===== src/rtl/trig_hold_pkg.sv =====
package trig_hold_pkg;
  localparam int unsigned NUM_SRC = 5;
  localparam int unsigned SEL_W   = 3;

  typedef enum logic [SEL_W-1:0] {
    SEL_OFF      = 3'd0,
    SEL_FLAG     = 3'd1,
    SEL_PIN_IN   = 3'd2,
    SEL_PIN_OUT  = 3'd3,
    SEL_CONV     = 3'd4,
    SEL_LA       = 3'd5
  } trig_sel_e;
endpackage


===== src/rtl/trig_rst_sync.sv =====
module trig_rst_sync #(
  parameter int unsigned STAGES = 2
) (
  input  logic clk,
  input  logic rst_n,
  output logic rst_n_sync
);
  logic [STAGES-1:0] sync_q;

  always_ff @(posedge clk or negedge rst_n) begin
    if (!rst_n) sync_q <= '0;
    else        sync_q <= {sync_q[STAGES-2:0], 1'b1};
  end

  assign rst_n_sync = sync_q[STAGES-1];
endmodule


===== src/rtl/trig_src_mux.sv =====
module trig_src_mux
  import trig_hold_pkg::*;
(
  input  logic [SEL_W-1:0]   sel,
  input  logic [NUM_SRC-1:0] src_vec,
  output logic               sel_val
);
  logic [NUM_SRC-1:0] hit;

  // source g answers to code g+1; every other code leaves hit empty
  for (genvar g = 0; g < NUM_SRC; g++) begin : g_hit
    assign hit[g] = (sel == SEL_W'(g + 1)) & src_vec[g];
  end

  assign sel_val = |hit;
endmodule


===== src/rtl/trig_hold_cnt.sv =====
module trig_hold_cnt #(
  parameter int unsigned CNT_W = 20
) (
  input  logic             clk,
  input  logic             rst_n,
  input  logic             clr,
  input  logic             load,
  input  logic [CNT_W-1:0] period,
  output logic             cnt_zero
);
  logic [CNT_W-1:0] cnt_q;
  logic [CNT_W-1:0] cnt_d;
  logic             cnt_en;

  assign cnt_zero = (cnt_q == '0);
  assign cnt_en   = clr | load | ~cnt_zero;

  always_comb begin
    cnt_d = cnt_q;
    if (clr)            cnt_d = '0;
    else if (load)      cnt_d = period;
    else if (!cnt_zero) cnt_d = cnt_q - CNT_W'(1);
  end

  always_ff @(posedge clk or negedge rst_n) begin
    if (!rst_n)      cnt_q <= '0;
    else if (cnt_en) cnt_q <= cnt_d;
  end

  AST_CLR_EMPTIES: assert property (@(posedge clk) disable iff (!rst_n)
    clr |=> cnt_zero);
  AST_LOAD_PERIOD: assert property (@(posedge clk) disable iff (!rst_n)
    (load && !clr) |=> (cnt_q == $past(period)));
  AST_COUNT_DOWN: assert property (@(posedge clk) disable iff (!rst_n)
    (!cnt_zero && !clr && !load) |=> (cnt_q == $past(cnt_q) - CNT_W'(1)));
endmodule


===== src/rtl/trig_out_hold.sv =====
module trig_out_hold
  import trig_hold_pkg::*;
#(
  parameter int unsigned CNT_W = 20
) (
  input  logic             clk,
  input  logic             rst_n,
  input  logic             hold_rst,
  input  logic [2:0]       src_sel,
  input  logic [CNT_W-1:0] hold_period,
  input  logic             sw_flag,
  input  logic             pin_in_trig,
  input  logic             pin_out_trig,
  input  logic             conv_trig,
  input  logic             la_trig,
  output logic             trig_pin
);
  logic               rst_n_i;
  logic [NUM_SRC-1:0] src_vec;
  logic               sel_val;
  logic               cnt_zero;
  logic               upd_ok;
  logic               lvl_change;
  logic               out_q;
  logic               out_d;

  trig_rst_sync #(.STAGES(2)) u_rst_sync (
    .clk        (clk),
    .rst_n      (rst_n),
    .rst_n_sync (rst_n_i)
  );

  // bit order follows select code minus one
  assign src_vec = {la_trig, conv_trig, pin_out_trig, pin_in_trig, sw_flag};

  trig_src_mux u_mux (
    .sel     (src_sel),
    .src_vec (src_vec),
    .sel_val (sel_val)
  );

  assign upd_ok     = cnt_zero & ~hold_rst;
  assign lvl_change = upd_ok & (sel_val != out_q);

  trig_hold_cnt #(.CNT_W(CNT_W)) u_cnt (
    .clk      (clk),
    .rst_n    (rst_n_i),
    .clr      (hold_rst),
    .load     (lvl_change),
    .period   (hold_period),
    .cnt_zero (cnt_zero)
  );

  always_comb begin
    out_d = out_q;
    if (lvl_change) out_d = sel_val;
  end

  always_ff @(posedge clk or negedge rst_n_i) begin
    if (!rst_n_i)        out_q <= 1'b0;
    else if (lvl_change) out_q <= out_d;
  end

  assign trig_pin = out_q;

  AST_FOLLOW_SRC: assert property (@(posedge clk) disable iff (!rst_n_i)
    upd_ok |=> (trig_pin == $past(sel_val)));
  AST_HOLD_FREEZE: assert property (@(posedge clk) disable iff (!rst_n_i)
    (!cnt_zero || hold_rst) |=> $stable(trig_pin));
  AST_OFF_LOW: assert property (@(posedge clk) disable iff (!rst_n_i)
    (upd_ok && (src_sel == SEL_OFF || src_sel > SEL_LA)) |=> !trig_pin);
  AST_CHANGE_ARMS: assert property (@(posedge clk) disable iff (!rst_n_i)
    (!$stable(trig_pin) && $past(hold_period) != '0) |-> !cnt_zero);
endmodule


===== config.mk =====
export PLATFORM = sky130hd
export DESIGN_NAME = trig_out_hold
export DESIGN_NICKNAME = d
export VERILOG_FILES = /design/src/rtl/trig_hold_pkg.sv /design/src/rtl/trig_rst_sync.sv /design/src/rtl/trig_src_mux.sv /design/src/rtl/trig_hold_cnt.sv /design/src/rtl/trig_out_hold.sv
export SDC_FILE = /design/constraint.sdc
export NUM_CORES = 1
export LEC_CHECK = 0
export BUFFER_PORTS_ARGS = -buffer_cell sky130_fd_sc_hd__buf_2
export CAP_MARGIN = 40
export CORE_MARGIN = 2
export CORE_UTILIZATION = 25
export CTS_BUF_LIST = sky130_fd_sc_hd__clkbuf_16
export CTS_CLUSTER_DIAMETER = 50
export DETAILED_ROUTE_END_ITERATION = 6
export GPL_ROUTABILITY_DRIVEN = 0
export PLACE_DENSITY = 0.46
export SLEW_MARGIN = 20
export SYNTH_ARGS = -nofsm -noshare
export SYNTH_HDL_FRONTEND = slang
export SYNTH_HIERARCHICAL = 1
export SYNTH_SLANG_ARGS = --single-unit

===== constraint.sdc =====
create_clock -name clk -period 2.1 [get_ports clk]
set_input_delay 0.21 -clock clk [delete_from_list [all_inputs] [get_ports clk]]
set_output_delay 0.21 -clock clk [all_outputs]
set_load 0.03 [all_outputs]

==> key figures <==
Die
  – Area inside the core boundary: 5170 um2
  – Area of the die: 6040 um2
  – Height of the die: 77.7 um
  – Effective utilization at floorplan: 26.2%
  – X dimension of the die: between 70 and 80 um
  – Count of pins on the block boundary: 32
  – Placement row count: 26

Clocking
  – CTS Buffer Depth: 2
  – CTS H-Tree Depth: 1
  – Total CTS buffers: 3
  – Clock latency of the later-clocked register in the worst-skew pair: around 0.25 ns
  – Clock tree sinks: 23
  – TritonCTS clock tree: built
  – Clk slew on worst S/H paths: 0.06 ns
  – Clock tree root driver cell: sky130_fd_sc_hd__clkbuf_16

GRT
  – Vias in the first global route: 1319
  – Global-route wire length before repair: 6.01 mm
  – Number of antenna violations at the first check in global routing: 0
  – All-layer global routing usage: 12.5%
  – Pin count of the biggest net entering global routing: 22
  – Overflow left after global routing: 0

Setup path
  – Nature of the critical path startpoint: flop
  – Setup Crit Path Kind: flop to flop
  – Max FO, Critical Path: 8
  – Crit path required time: 2.24 ns
  – Sort of element at the end of the critical path: flop
  – Data arrival time of the critical path: 2.72 ns

Final layout
  – Sequential cell area: around 580 um2
  – Layout Cells excl Fill: between 200 and 300
  – Fraction of layout instances using a drive strength above 1: 49.0%
  – Number of filler instances in the final layout: roughly 520
  – Area of the multi-input gates: 782 um2
  – Syn-to-layout area delta: 49.4%
  – Number of nets in the layout: between 200 and 250
  – Antenna diode count: 0
  – Post-route core utilization: 39.2%

Placement
  – Place WS: -0.512 ns
  – IO Port Bufs: 31
  – Placed instance count: 263
  – Post-DP HPWL: 2.53 mm

Timing
  – Min Clock Period, post-route: 2.58 ns
  – Achievable clock frequency: 388 MHz
  – Worst Slack Setup Final: -0.478 ns
  – Setup TNS: -9.24 ns
  – Final clock period utilization by the worst path: 123%
  – Total of endpoints with negative setup slack in the final report: 21
  – Endpoints failing hold: 0
  – Setup repair after global routing missed its margin: yes
  – Max Slew Vio Count: 0
  – Clock skew: 0.00288 ns

Routing
  – Antenna Nets Post-Route: 0
  – Routed via count: 1220
  – Number of DRC markers after the initial detailed-route iteration: 30
  – Wire length per cell: 12.4 um
  – DR DRC count: 0
  – Post-Route WL: ~3.5 mm
  – Routed vias/inst: 4.39
  – Initial DRT Pass Iterations: 4

Logic synthesis
  – Mapped Area: approximately 1400 um2
  – Synth Net Count: 170
  – Part of the Yosys area used for sequential elements: 42.4%
  – Count of cell types in the netlist: 35
  – Post-synthesis average cell area: a little under 10 um2
  – Number of instances in the synthesized netlist: around 140
  – YS warnings: 6
  – Number of register bits inferred by synthesis: 23

Outcome
  – Run status: complete, but fails checks
  – Violated checks: negative setup slack

Power
  – Leakage dissipation: 0.000954 uW
  – Power per unit of standard cell area: 1150 nW/um2
  – Maximum vdd drop: 0.000622 V

Job
  – # Max-Cap Violations: 0

Worst hold path
  – Worst hold path type: primary input to flop
==> metal layers <==
layer,vias up,track usage (%),wire length (um)
li1,611,-,-
met5,-,0,0
met4,0,1.96,6
met1,580,15.5,1560
met2,27,22.2,1720
met3,2,2.91,161
==> cell usage in the layout (no fill, tap or decap), types with 5 or more instances in the layout <==
master / count
sky130_fd_sc_hd__buf_2: 31
sky130_fd_sc_hd__o21ai_0: 5
sky130_fd_sc_hd__xnor2_1: 14
sky130_fd_sc_hd__nor2_1: 7
sky130_fd_sc_hd__dfrtp_1: 23
sky130_fd_sc_hd__nor3_1: 6
sky130_fd_sc_hd__buf_4: 31
sky130_fd_sc_hd__nand2_1: 18
sky130_fd_sc_hd__o21ai_2: 10
sky130_fd_sc_hd__xor2_1: 6
sky130_fd_sc_hd__buf_6: 7
==> report_power, final <==
| part | internal, uW | total (uW) | switching (uW) |
|---|---|---|---|
| clock network | 254 | 407 | 153 |
| logic | 736 | 1330 | 589 |
| registers | 545 | 606 | 60.6 |
| total | 1540 | 2340 | 803 |
==> area by class of cell <==
| class | count | area share [%] |
|---|---|---|
| inverters | 2 | 0.370 |
| multi-input cells | 108 | 38.6 |
| clock inverters | 1 | 0.185 |
| repair buffers | 71 | 24.5 |
| clock buffers | 3 | 3.70 |
| well taps | 70 | 4.32 |
| flip-flops and latches | 23 | 28.4 |
==> cells by family (layout without fill, tap and decap cells) <==
family / count (synthesis) / count (layout) / synth area share (%)
and+or+nand+nor: 59 / 59 / 25.0
AOI/OAI and AO/OA: 23 / 23 / 12.2
DFF: 23 / 23 / 42.4
xor gates and xnor gates: 20 / 20 / 12.9
buffers and inverters: 6 / 77 / 2.86
muxes: 3 / 3 / 2.58
adders and majority gates: 2 / 2 / 1.84
other: 1 / 1 / 0.276
==> metrics by stage <==
stage / hold slack, ns / power (uW) / instance area [um2]
global route: 0.153 / 2520 / 2030
floorplan: -0.0856 / 1420 / 1380
global placement: -0.00405 / 1790 / 1790
detailed placement: -0.000624 / 1820 / 1790
finish: 0.153 / 2340 / 2030
CTS: 0.147 / 2340 / 2000
==> cell usage after synthesis <==
cell	n	area, um2
sky130_fd_sc_hd__a21oi_1	4	20.0
sky130_fd_sc_hd__a22o_1	2	17.5
sky130_fd_sc_hd__and2_2	1	7.51
sky130_fd_sc_hd__buf_12	1	20.0
sky130_fd_sc_hd__clkbuf_1	3	11.3
sky130_fd_sc_hd__conb_1	1	3.75
sky130_fd_sc_hd__dfrtp_1	23	576
sky130_fd_sc_hd__ha_1	2	25.0
sky130_fd_sc_hd__inv_1	2	7.51
sky130_fd_sc_hd__mux2_4	1	15.0
sky130_fd_sc_hd__mux2i_1	2	20.0
sky130_fd_sc_hd__nand2_1	21	78.8
sky130_fd_sc_hd__nand3b_1	1	7.51
sky130_fd_sc_hd__nor2_1	8	30.0
sky130_fd_sc_hd__nor2b_1	2	12.5
sky130_fd_sc_hd__nor2b_4	1	13.8
sky130_fd_sc_hd__nor3_1	6	30.0
sky130_fd_sc_hd__nor3_4	1	16.3
sky130_fd_sc_hd__nor3b_1	1	7.51
sky130_fd_sc_hd__nor4_1	2	12.5
sky130_fd_sc_hd__o211a_1	1	10.0
sky130_fd_sc_hd__o21ai_0	5	25.0
sky130_fd_sc_hd__o21ai_1	1	5.00
sky130_fd_sc_hd__o21ai_2	10	87.6
sky130_fd_sc_hd__or2_0	1	6.26
sky130_fd_sc_hd__or2_2	1	6.26
sky130_fd_sc_hd__or2b_4	1	11.3
sky130_fd_sc_hd__or3_1	2	12.5
sky130_fd_sc_hd__or3_2	3	22.5
sky130_fd_sc_hd__or4_1	3	22.5
sky130_fd_sc_hd__or4_2	1	8.76
sky130_fd_sc_hd__or4_4	2	22.5
sky130_fd_sc_hd__or4b_1	1	10.0
sky130_fd_sc_hd__xnor2_1	14	123
sky130_fd_sc_hd__xor2_1	6	52.6
==> registers in the layout, indices dropped and copies added, names as in the netlist <==
signal and cells:
u_rst_sync/sync_q 2, trig_pin 1, u_cnt/cnt_q 20
==> worst paths after layout <==
kind	from	slack (ns)	cells after the start	end
max	u_cnt/cnt_q[4]	-0.48	9	u_cnt/cnt_q[12]
min	hold_period[17]	0.15	3	u_cnt/cnt_q[17]
max reg2reg	u_cnt/cnt_q[4]	-0.48	9	u_cnt/cnt_q[12]
min reg2reg	u_rst_sync/sync_q[1]	0.22	1	u_cnt/cnt_q[1]
max in group asynchronous	u_rst_sync/sync_q[1]	1.65	1	u_cnt/cnt_q[3]
min in group asynchronous	u_rst_sync/sync_q[1]	0.22	1	u_cnt/cnt_q[1]
==> worst max-delay path: stages (launching register included) <==
cell and delay, ns:
sky130_fd_sc_hd__dfrtp_1 0.39, sky130_fd_sc_hd__or4_4 0.54, sky130_fd_sc_hd__or4b_4 0.51, sky130_fd_sc_hd__nor3_4 0.19, sky130_fd_sc_hd__nor2b_4 0.17, sky130_fd_sc_hd__and2_4 0.17
sky130_fd_sc_hd__nor2_4 0.04, sky130_fd_sc_hd__or2b_4 0.27, sky130_fd_sc_hd__buf_12 0.14, sky130_fd_sc_hd__o21ai_2 0.06
==> repair_timing <==
action,4_1_cts,5_1_grt
hold buffers,1,0
pin swaps,0,7
gates resized for setup,13,5
cloned,1,0
endpoints found under the setup margin,21,21
endpoints found under the hold margin,2,0
buffers inserted,8,2
Note: power is estimated with default switching activity, not from simulation.
